**src/rtl/gc_pkg.sv**
```systemverilog
package gc_pkg;
  localparam int unsigned NUM_CMP = 2;

  typedef enum logic [1:0] {
    GSRC_PIN   = 2'd0,
    GSRC_CMP_A = 2'd1,
    GSRC_CMP_B = 2'd2,
    GSRC_OFF   = 2'd3
  } gate_src_e;
endpackage

```
**src/rtl/gc_gate_src.sv**
```systemverilog
module gc_gate_src
  import gc_pkg::*;
#(
  parameter int unsigned SYNC_STAGES = 2
) (
  input  logic               clk_i,
  input  logic               rst_ni,
  input  logic               gate_pin_i,
  input  logic [NUM_CMP-1:0] cmp_i,
  input  logic [NUM_CMP-1:0] cmp_sync_i,
  input  gate_src_e          sel_i,
  output logic               gate_o
);
  logic [NUM_CMP-1:0] cmp_c;

  for (genvar g = 0; g < NUM_CMP; g++) begin : g_cmp
    logic [SYNC_STAGES-1:0] sh_q;
    always_ff @(posedge clk_i or negedge rst_ni) begin
      if (!rst_ni) sh_q <= '0;
      else         sh_q <= {sh_q[SYNC_STAGES-2:0], cmp_i[g]};
    end
    assign cmp_c[g] = cmp_sync_i[g] ? sh_q[SYNC_STAGES-1] : cmp_i[g];
  end

  always_comb begin
    unique case (sel_i)
      GSRC_PIN:   gate_o = gate_pin_i;
      GSRC_CMP_A: gate_o = cmp_c[0];
      GSRC_CMP_B: gate_o = cmp_c[1];
      default:    gate_o = 1'b0;
    endcase
  end
endmodule

```
**src/rtl/gc_gate_cond.sv**
```systemverilog
module gc_gate_cond (
  input  logic clk_i,
  input  logic rst_ni,
  input  logic gate_raw_i,
  input  logic pol_i,
  input  logic toggle_en_i,
  input  logic pulse_en_i,
  input  logic go_set_i,
  input  logic irq_clr_i,
  output logic gate_val_o,
  output logic go_o,
  output logic flag_o
);
  logic g_pol, g_pol_q, g_rise;
  logic tff_q, tg, tg_q, tg_rise, tg_fall;
  logic go_q, run_q, gv_q, flag_q;

  assign g_pol   = gate_raw_i ^ pol_i;
  assign g_rise  = g_pol & ~g_pol_q;
  assign tg      = toggle_en_i ? tff_q : g_pol;
  assign tg_rise = tg & ~tg_q;
  assign tg_fall = ~tg & tg_q;

  // one-shot window opens combinationally on the armed rising edge
  assign gate_val_o = pulse_en_i ? (tg & (run_q | (go_q & ~tg_q))) : tg;
  assign go_o       = go_q;
  assign flag_o     = flag_q;

  always_ff @(posedge clk_i or negedge rst_ni) begin
    if (!rst_ni) begin
      g_pol_q <= 1'b0;
      tg_q    <= 1'b0;
      gv_q    <= 1'b0;
      tff_q   <= 1'b0;
    end else begin
      g_pol_q <= g_pol;
      tg_q    <= tg;
      gv_q    <= gate_val_o;
      if (!toggle_en_i) tff_q <= 1'b0;
      else if (g_rise)  tff_q <= ~tff_q;
    end
  end

  always_ff @(posedge clk_i or negedge rst_ni) begin
    if (!rst_ni) begin
      go_q  <= 1'b0;
      run_q <= 1'b0;
    end else if (!pulse_en_i) begin
      go_q  <= 1'b0;
      run_q <= 1'b0;
    end else if (run_q && tg_fall) begin
      go_q  <= 1'b0;
      run_q <= 1'b0;
    end else begin
      if (go_q && tg_rise) run_q <= 1'b1;
      if (go_set_i)        go_q  <= 1'b1;
    end
  end

  always_ff @(posedge clk_i or negedge rst_ni) begin
    if (!rst_ni)                    flag_q <= 1'b0;
    else if (gv_q && !gate_val_o)   flag_q <= 1'b1;
    else if (irq_clr_i)             flag_q <= 1'b0;
  end

  AST_TFF_FLIP: assert property (@(posedge clk_i) disable iff (!rst_ni)
    toggle_en_i && g_rise |=> tff_q != $past(tff_q));
  AST_TFF_HELD: assert property (@(posedge clk_i) disable iff (!rst_ni)
    !toggle_en_i |=> !tff_q);
  AST_GO_DONE: assert property (@(posedge clk_i) disable iff (!rst_ni)
    run_q && tg_fall |=> !go_o);
  AST_GO_DROP: assert property (@(posedge clk_i) disable iff (!rst_ni)
    !pulse_en_i |=> !go_o);
  AST_FLAG_SET: assert property (@(posedge clk_i) disable iff (!rst_ni)
    gv_q && !gate_val_o |=> flag_o);
endmodule

```
**src/rtl/gc_counter.sv**
```systemverilog
module gc_counter #(
  parameter int unsigned WIDTH = 16
) (
  input  logic             clk_i,
  input  logic             rst_ni,
  input  logic             inc_i,
  input  logic             wr_i,
  input  logic [WIDTH-1:0] wdata_i,
  output logic [WIDTH-1:0] count_o
);
  always_ff @(posedge clk_i or negedge rst_ni) begin
    if (!rst_ni)    count_o <= '0;
    else if (wr_i)  count_o <= wdata_i;
    else if (inc_i) count_o <= count_o + 1'b1;
  end

  AST_COUNT_STEP: assert property (@(posedge clk_i) disable iff (!rst_ni)
    inc_i && !wr_i |=> count_o == WIDTH'($past(count_o) + 1'b1));
  AST_COUNT_HOLD: assert property (@(posedge clk_i) disable iff (!rst_ni)
    !inc_i && !wr_i |=> $stable(count_o));
endmodule

```
**src/rtl/gated_counter.sv**
```systemverilog
module gated_counter
  import gc_pkg::*;
#(
  parameter int unsigned WIDTH       = 16,
  parameter int unsigned SYNC_STAGES = 2
) (
  input  logic             clk_i,
  input  logic             rst_ni,
  input  logic             cnt_en_i,
  input  logic             gate_en_i,
  input  logic [1:0]       gate_sel_i,
  input  logic             gate_pol_i,
  input  logic             toggle_en_i,
  input  logic             pulse_en_i,
  input  logic             go_set_i,
  input  logic             gate_pin_i,
  input  logic [1:0]       cmp_i,
  input  logic [1:0]       cmp_sync_i,
  input  logic             cnt_wr_i,
  input  logic [WIDTH-1:0] cnt_wdata_i,
  input  logic             irq_en_i,
  input  logic             irq_clr_i,
  output logic [WIDTH-1:0] count_o,
  output logic             go_o,
  output logic             gate_val_o,
  output logic             irq_flag_o,
  output logic             irq_o
);
  logic gate_raw, gate_val, inc;

  gc_gate_src #(.SYNC_STAGES(SYNC_STAGES)) u_src (
    .clk_i      (clk_i),
    .rst_ni     (rst_ni),
    .gate_pin_i (gate_pin_i),
    .cmp_i      (cmp_i),
    .cmp_sync_i (cmp_sync_i),
    .sel_i      (gate_src_e'(gate_sel_i)),
    .gate_o     (gate_raw)
  );

  gc_gate_cond u_cond (
    .clk_i       (clk_i),
    .rst_ni      (rst_ni),
    .gate_raw_i  (gate_raw),
    .pol_i       (gate_pol_i),
    .toggle_en_i (toggle_en_i),
    .pulse_en_i  (pulse_en_i),
    .go_set_i    (go_set_i),
    .irq_clr_i   (irq_clr_i),
    .gate_val_o  (gate_val),
    .go_o        (go_o),
    .flag_o      (irq_flag_o)
  );

  assign inc        = cnt_en_i & (~gate_en_i | gate_val);
  assign gate_val_o = gate_val;
  assign irq_o      = irq_flag_o & irq_en_i;

  gc_counter #(.WIDTH(WIDTH)) u_cnt (
    .clk_i   (clk_i),
    .rst_ni  (rst_ni),
    .inc_i   (inc),
    .wr_i    (cnt_wr_i),
    .wdata_i (cnt_wdata_i),
    .count_o (count_o)
  );

  AST_IRQ_MASK: assert property (@(posedge clk_i) disable iff (!rst_ni)
    !irq_en_i |-> !irq_o);
  AST_IRQ_NEEDS_FLAG: assert property (@(posedge clk_i) disable iff (!rst_ni)
    irq_o |-> irq_flag_o);
  AST_NO_GATED_STEP: assert property (@(posedge clk_i) disable iff (!rst_ni)
    gate_en_i && !gate_val_o && !cnt_wr_i |=> $stable(count_o));
endmodule

```
**config.mk**
```make
export PLATFORM = sky130hd
export DESIGN_NAME = gated_counter
export DESIGN_NICKNAME = d
export VERILOG_FILES = /design/src/rtl/gc_pkg.sv /design/src/rtl/gc_gate_src.sv /design/src/rtl/gc_gate_cond.sv /design/src/rtl/gc_counter.sv /design/src/rtl/gated_counter.sv
export SDC_FILE = /design/constraint.sdc
export NUM_CORES = 1
export LEC_CHECK = 0
export BUFFER_PORTS_ARGS = -buffer_cell sky130_fd_sc_hd__buf_2
export CAP_MARGIN = 20
export CORE_ASPECT_RATIO = 2
export CORE_MARGIN = 2
export CORE_UTILIZATION = 49
export CTS_CLUSTER_DIAMETER = 100
export DETAILED_ROUTE_END_ITERATION = 12
export PLACE_DENSITY = 0.78
export SLEW_MARGIN = 0
export SYNTH_ARGS = -nofsm -noshare
export SYNTH_HDL_FRONTEND = slang
export SYNTH_SLANG_ARGS = --single-unit
```
**constraint.sdc**
```tcl
create_clock -name clk_i -period 2 [get_ports clk_i]
set_clock_uncertainty 0.15 [all_clocks]
set_input_delay 0.2 -clock clk_i [delete_from_list [all_inputs] [get_ports clk_i]]
set_output_delay 0.2 -clock clk_i [all_outputs]
set_load 0.005 [all_outputs]
```
After elaboration in Yosys (flattened, before gate mapping). Cells that the tools add are included.

RAM bits: 0. ROM bits: 0. Latch bits: 0. Output and inout port bits: 20. Word-level logic and storage cells: 55. Flip-flop bits (word level): 27. Memories kept: 0. Bits of input ports: 34.

Muxes and demuxes: 17. Shifts and indexed selects: 0. Multiply operators: 0. Reduce and logical (&&, ||, !) cells: 7. Div/mod/pow operators: 0. Equal/unequal tests: 5. Magnitude comparators: 0. Add/sub/neg operators: 1. Bitwise logic cells: 15.

Operators with widths (number): $mux W16 (2); $add A16 B1 Y16 const B (1); $mux W1 (14); $and A1 B1 Y1 (7); $ne A3 B1 Y1 const B (2); $not A1 Y1 (5); $reduce_bool A2 Y1 (2); $logic_and A1 B1 Y1 (3); $pmux W1 S3 (1); $eq A2 B1 Y1 const B (1); $eq A2 B2 Y1 const B (1); $logic_not A2 Y1 (1); $ne A2 B1 Y1 const B (1); $or A1 B1 Y1 (2); $logic_not A1 Y1 (1); $xor A1 B1 Y1 (1).

Logic depth before layout (Yosys ltp).
Word-level depth: 10. Mapped depth: 7. Mapped depth without buffers: 7.

Hierarchy. From an unflattened synthesis, not the netlist that was laid out.

Cell total of the unflattened synthesis: 137. Area, all modules: 1410.1 sq um.

Modules (own cells, without submodules): gc_counter (area each 943.4 sq um, instances 1, cells an instance 99, sequential area each 400.4 sq um); gc_gate_cond (area each 301.5 sq um, instances 1, cells an instance 25, sequential area each 175.2 sq um); gc_gate_src (area each 147.6 sq um, instances 1, cells an instance 10, sequential area each 100.1 sq um); gated_counter (area each 17.5 sq um, instances 1, cells an instance 3, sequential area each 0.0 sq um).

Worst setup path after synthesis. No wires, ideal clock.

Path type: reg2reg. Start point: reg u_cond.go_q (netlist: u_cond.go_o). End point: reg u_cnt.count_o[15]. Path buffers: 0. Library setup time: 0.082 ns. Data required time: 1.768 ns. Arrival: 1.587 ns. Cell stages (with the launch flop): 7. Setup slack: 0.181 ns. Period minus slack after synthesis: 1.819 ns. Path through: dfrtp_1 > nor2b_1 > o311a_1 > o21ai_4 > o22ai_4 > a31o_2 > a31oi_1.

Cells in the longest elaborated chain, start to end: 7.

RTL lines: start: declaration (line gc_gate_cond.sv:16) `logic go_q, run_q, gv_q, flag_q;`; start signal: assignment (line gc_gate_cond.sv:46) `go_q <= 1'b0;`; start signal: assignment (line gc_gate_cond.sv:49) `go_q <= 1'b0;`; start signal: assignment (line gc_gate_cond.sv:52) `go_q <= 1'b0;`; $and A1 B1 Y1 (line gc_gate_cond.sv:25) `assign gate_val_o = pulse_en_i ? (tg & (run_q | (go_q & ~tg_q))) : tg;`; $or A1 B1 Y1 (line gc_gate_cond.sv:25); $and A1 B1 Y1 (line gc_gate_cond.sv:25); $mux W1 (line gc_gate_cond.sv:25); $or A1 B1 Y1 (line gated_counter.sv:55) `assign inc = cnt_en_i & (~gate_en_i | gate_val);`; $and A1 B1 Y1 (line gated_counter.sv:55); $reduce_bool A2 Y1 (no source line); end signal: assignment (line gc_counter.sv:13) `else if (wr_i) count_o <= wdata_i;`; end signal: assignment (line gc_counter.sv:14) `else if (inc_i) count_o <= count_o + 1'b1;`; end: declaration (line gc_counter.sv:9) `output logic [WIDTH-1:0] count_o`.

No other way between the ends. A chain may end at the register's enable or synchronous reset.

Final worst setup path. Ends and elaborated chain as after synthesis.

==> results.ini <==
[clock_tree]
cts_buffer_depth=2
cts_root_buffer=clkbuf_8
cts_sinks=27
numCtsBuffers=3
insertion_delay_ns=0.27
cts_tree=yes
clk_pin_slew_worst_paths_ns=0.09
htree_levels=1

[final_layout]
finalNetCount=282
area_growth_pct=42.2
mostFrequentLayoutCells=buf_2, dfrtp_1, nand2_1
fill_cells=228
num_antenna_cells=0
layout-drive-gt1-share_pct=38.2
final_common_cell=buf_2

[sta]
clock.fmax_mhz=493
period_share_pct=101
rsz0062_at_grt=true
period_needed_ns=2.03
setup_ws_ns=-0.0296
drv_slew=0
hold_slack_ns=0.00265
tightestPinTransition_ns=0.636
setup_viol=3
maxSlewHeadroom_pct=57.6
hold_viol_final=0

[worst_setup_path]
crit_path_max_incr_delay_ns=0.40
slowest_stage=dfrtp_1
setup.worst_path.start_class=flip-flop
cp_max_fo=5
path_class=reg -> reg
timing.rr.start=u_cond.go_o$_DFFE_PN0P_
arrival_ns=2.07
cp_data_required_time_ns=2.04
crit_start=u_cond.go_o$_DFFE_PN0P_
cp_cell_sequence=nor2b_4, o311a_4, o21ai_4, o22ai_4, a31o_2, a31oi_1
cp-end-kind=flip-flop

[floorplan]
die-width_um=43.8
core_region_area_um2=3080
start_util_pct=50.4
fp.dieArea_um2=3670
core.rowCount=29
die_h_um=83.7
top_level_ports=54

[synth]
synth-seq-cells=27
synth.distinct_cells=39
ys_async_sr_fraction_pct=100
yosys-top-cells-area=dfrtp_1, mux2i_1, nand2_1
yosysSeqAreaShare_pct=43.4
avgSynthCellArea_um2=9.26
syn-num-nets=203
synthFlopType=dfrtp_1
synthCells=168
yosysTopAreaCell=dfrtp_1
synth-edff-count=0
netlist_area_um2=1560
synth_top_area_share_pct=43.4
yosysWarnings=0

[global_routing]
grt_pass1_vias=1513
globalRouteOverflowTotal=0
grt_max_degree=28
antenna_found_initial=0
grt_pass1_wl_um=6560
grt_util_all_layers_pct=22.7

[detailed_routing]
vias_per_cell=5.85
drt-initial-drc-count=28
vias=1620
routedWlPerCell_um=15.6
routed_wl_um=4320
drc_errors=0
detail-route-antenna-nets=0
dr.pass1.iters=4

[placement]
dp_hpwl_um=2660
gp_congestion=0.814
io_buffers=53

[worst_hold_path]
hp-class=in -> reg
min_from=cnt_wdata_i[1]

[power_and_ir_drop]
irDropWorstVdd_mv=0.568
p_leak_nw=1.00
finalPower_mw=1.44
power_density_nw_per_um2=652

[job]
cap_violations=0

[run_status]
violations=setup timing
status=finished, violations left

synth_stat cells (4+ instances only):
library cell	instances
a21oi_1	4
nand3_1	6
inv_1	14
o211ai_1	4
nand4_1	4
nand2_1	22
dfrtp_1	27
nor2b_1	7
and2_1	4
mux2i_1	9
a22oi_1	4
a31oi_1	5
nor2_1	8
o21ai_0	6
nor3_1	7
cell families after synthesis:
logic type / count (synthesis) / synth area share, %
AND/OR/NAND/NOR: 67 / 21.6
buffers and inverters: 18 / 4.34
multiplexers: 9 / 5.79
adder cells (fa/ha/maj): 1 / 0.804
XOR/XNOR: 3 / 1.69
flip-flops: 27 / 43.4
AO/OA/AOI/OAI: 43 / 22.4
critical path: cells and delay by family, from the launching register on:
| kind | cells | cell delay (ns) |
|---|---|---|
| DFF | 1 | 0.40 |
| AOI/OAI and AO/OA | 5 | 1.26 |
| and+or+nand+nor | 1 | 0.14 |
report_power, final:
group | switching [mW] | internal (mW)
logic | 0.223 | 0.226
clock network | 0.173 | 0.140
registers | 0.0709 | 0.609
total | 0.467 | 0.975
sequential cells by signal, summed over array words and instances, names as in the netlist:
name              count
u_cond.run_q          1
u_cond.g_pol_q        1
u_src.g_cmp.sh_q      4
u_cond.tff_q          1
u_cond.gv_q           1
u_cnt.count_o        16
u_cond.go_o           1
u_cond.flag_o         1
u_cond.tg_q           1
final timing paths:
| path | to | slack [ns] | cells after the start |
|---|---|---|---|
| setup / recovery | u_cnt.count_o[15]$_DFFE_PN0P_ | -0.03 | 6 |
| hold / removal | u_cnt.count_o[1]$_DFFE_PN0P_ | 0.003 | 3 |
| setup reg to reg | u_cnt.count_o[15]$_DFFE_PN0P_ | -0.03 | 6 |
| hold reg to reg | u_src.g_cmp[1].sh_q[1]$_DFF_PN0_ | 0.21 | 0 |
| max in group asynchronous | u_cnt.count_o[4]$_DFFE_PN0P_ | 0.96 | 2 |
| min in group asynchronous | u_cond.gv_q$_DFF_PN0_ | 0.33 | 2 |
metal layers:
layer / GRT usage, % / share of wire, %
met5: 0 / 0
met4: 9.37 / 2.0
met3: 2.16 / 4.9
met2: 37.3 / 54
met1: 29.3 / 40
through the flow:
step,instance area [µm²],util (%),worst slack (ns),instances,setup TNS (ns)
after floorplan,1560,-,0.181,168,0
after global placement,1890,61.1,0.0965,254,0
after detailed placement,1890,61.1,0.0321,254,0
after CTS,2040,66.3,-0.0208,269,-0.0245
after global routing,2210,71.7,-0.0851,277,-0.688
final,2210,71.7,-0.0296,277,-0.0575
what timing repair did:
| action | in CTS | in global routing |
|---|---|---|
| setup buffers | 3 | 7 |
| resized for setup | 3 | 18 |
| setup endpoints to repair | 1 | 11 |
| cloned | 1 | 1 |
| hold buffers | 7 | 0 |
| pin swaps | 3 | 12 |
| endpoints found under the hold margin | 33 | 0 |
layout make-up:
cell class	instances	area, µm²	share of cell area [%]
Clock buffer	3	41.3	1.87
Clock inverter	1	5.00	0.226
Inverter	15	58.8	2.66
Multi-Input combinational cell	125	928	42.0
Sequential cell	27	676	30.6
Tap cell	31	38.8	1.75
Timing Repair Buffer	75	463	20.9
Note: power is estimated with default switching activity, not from simulation.
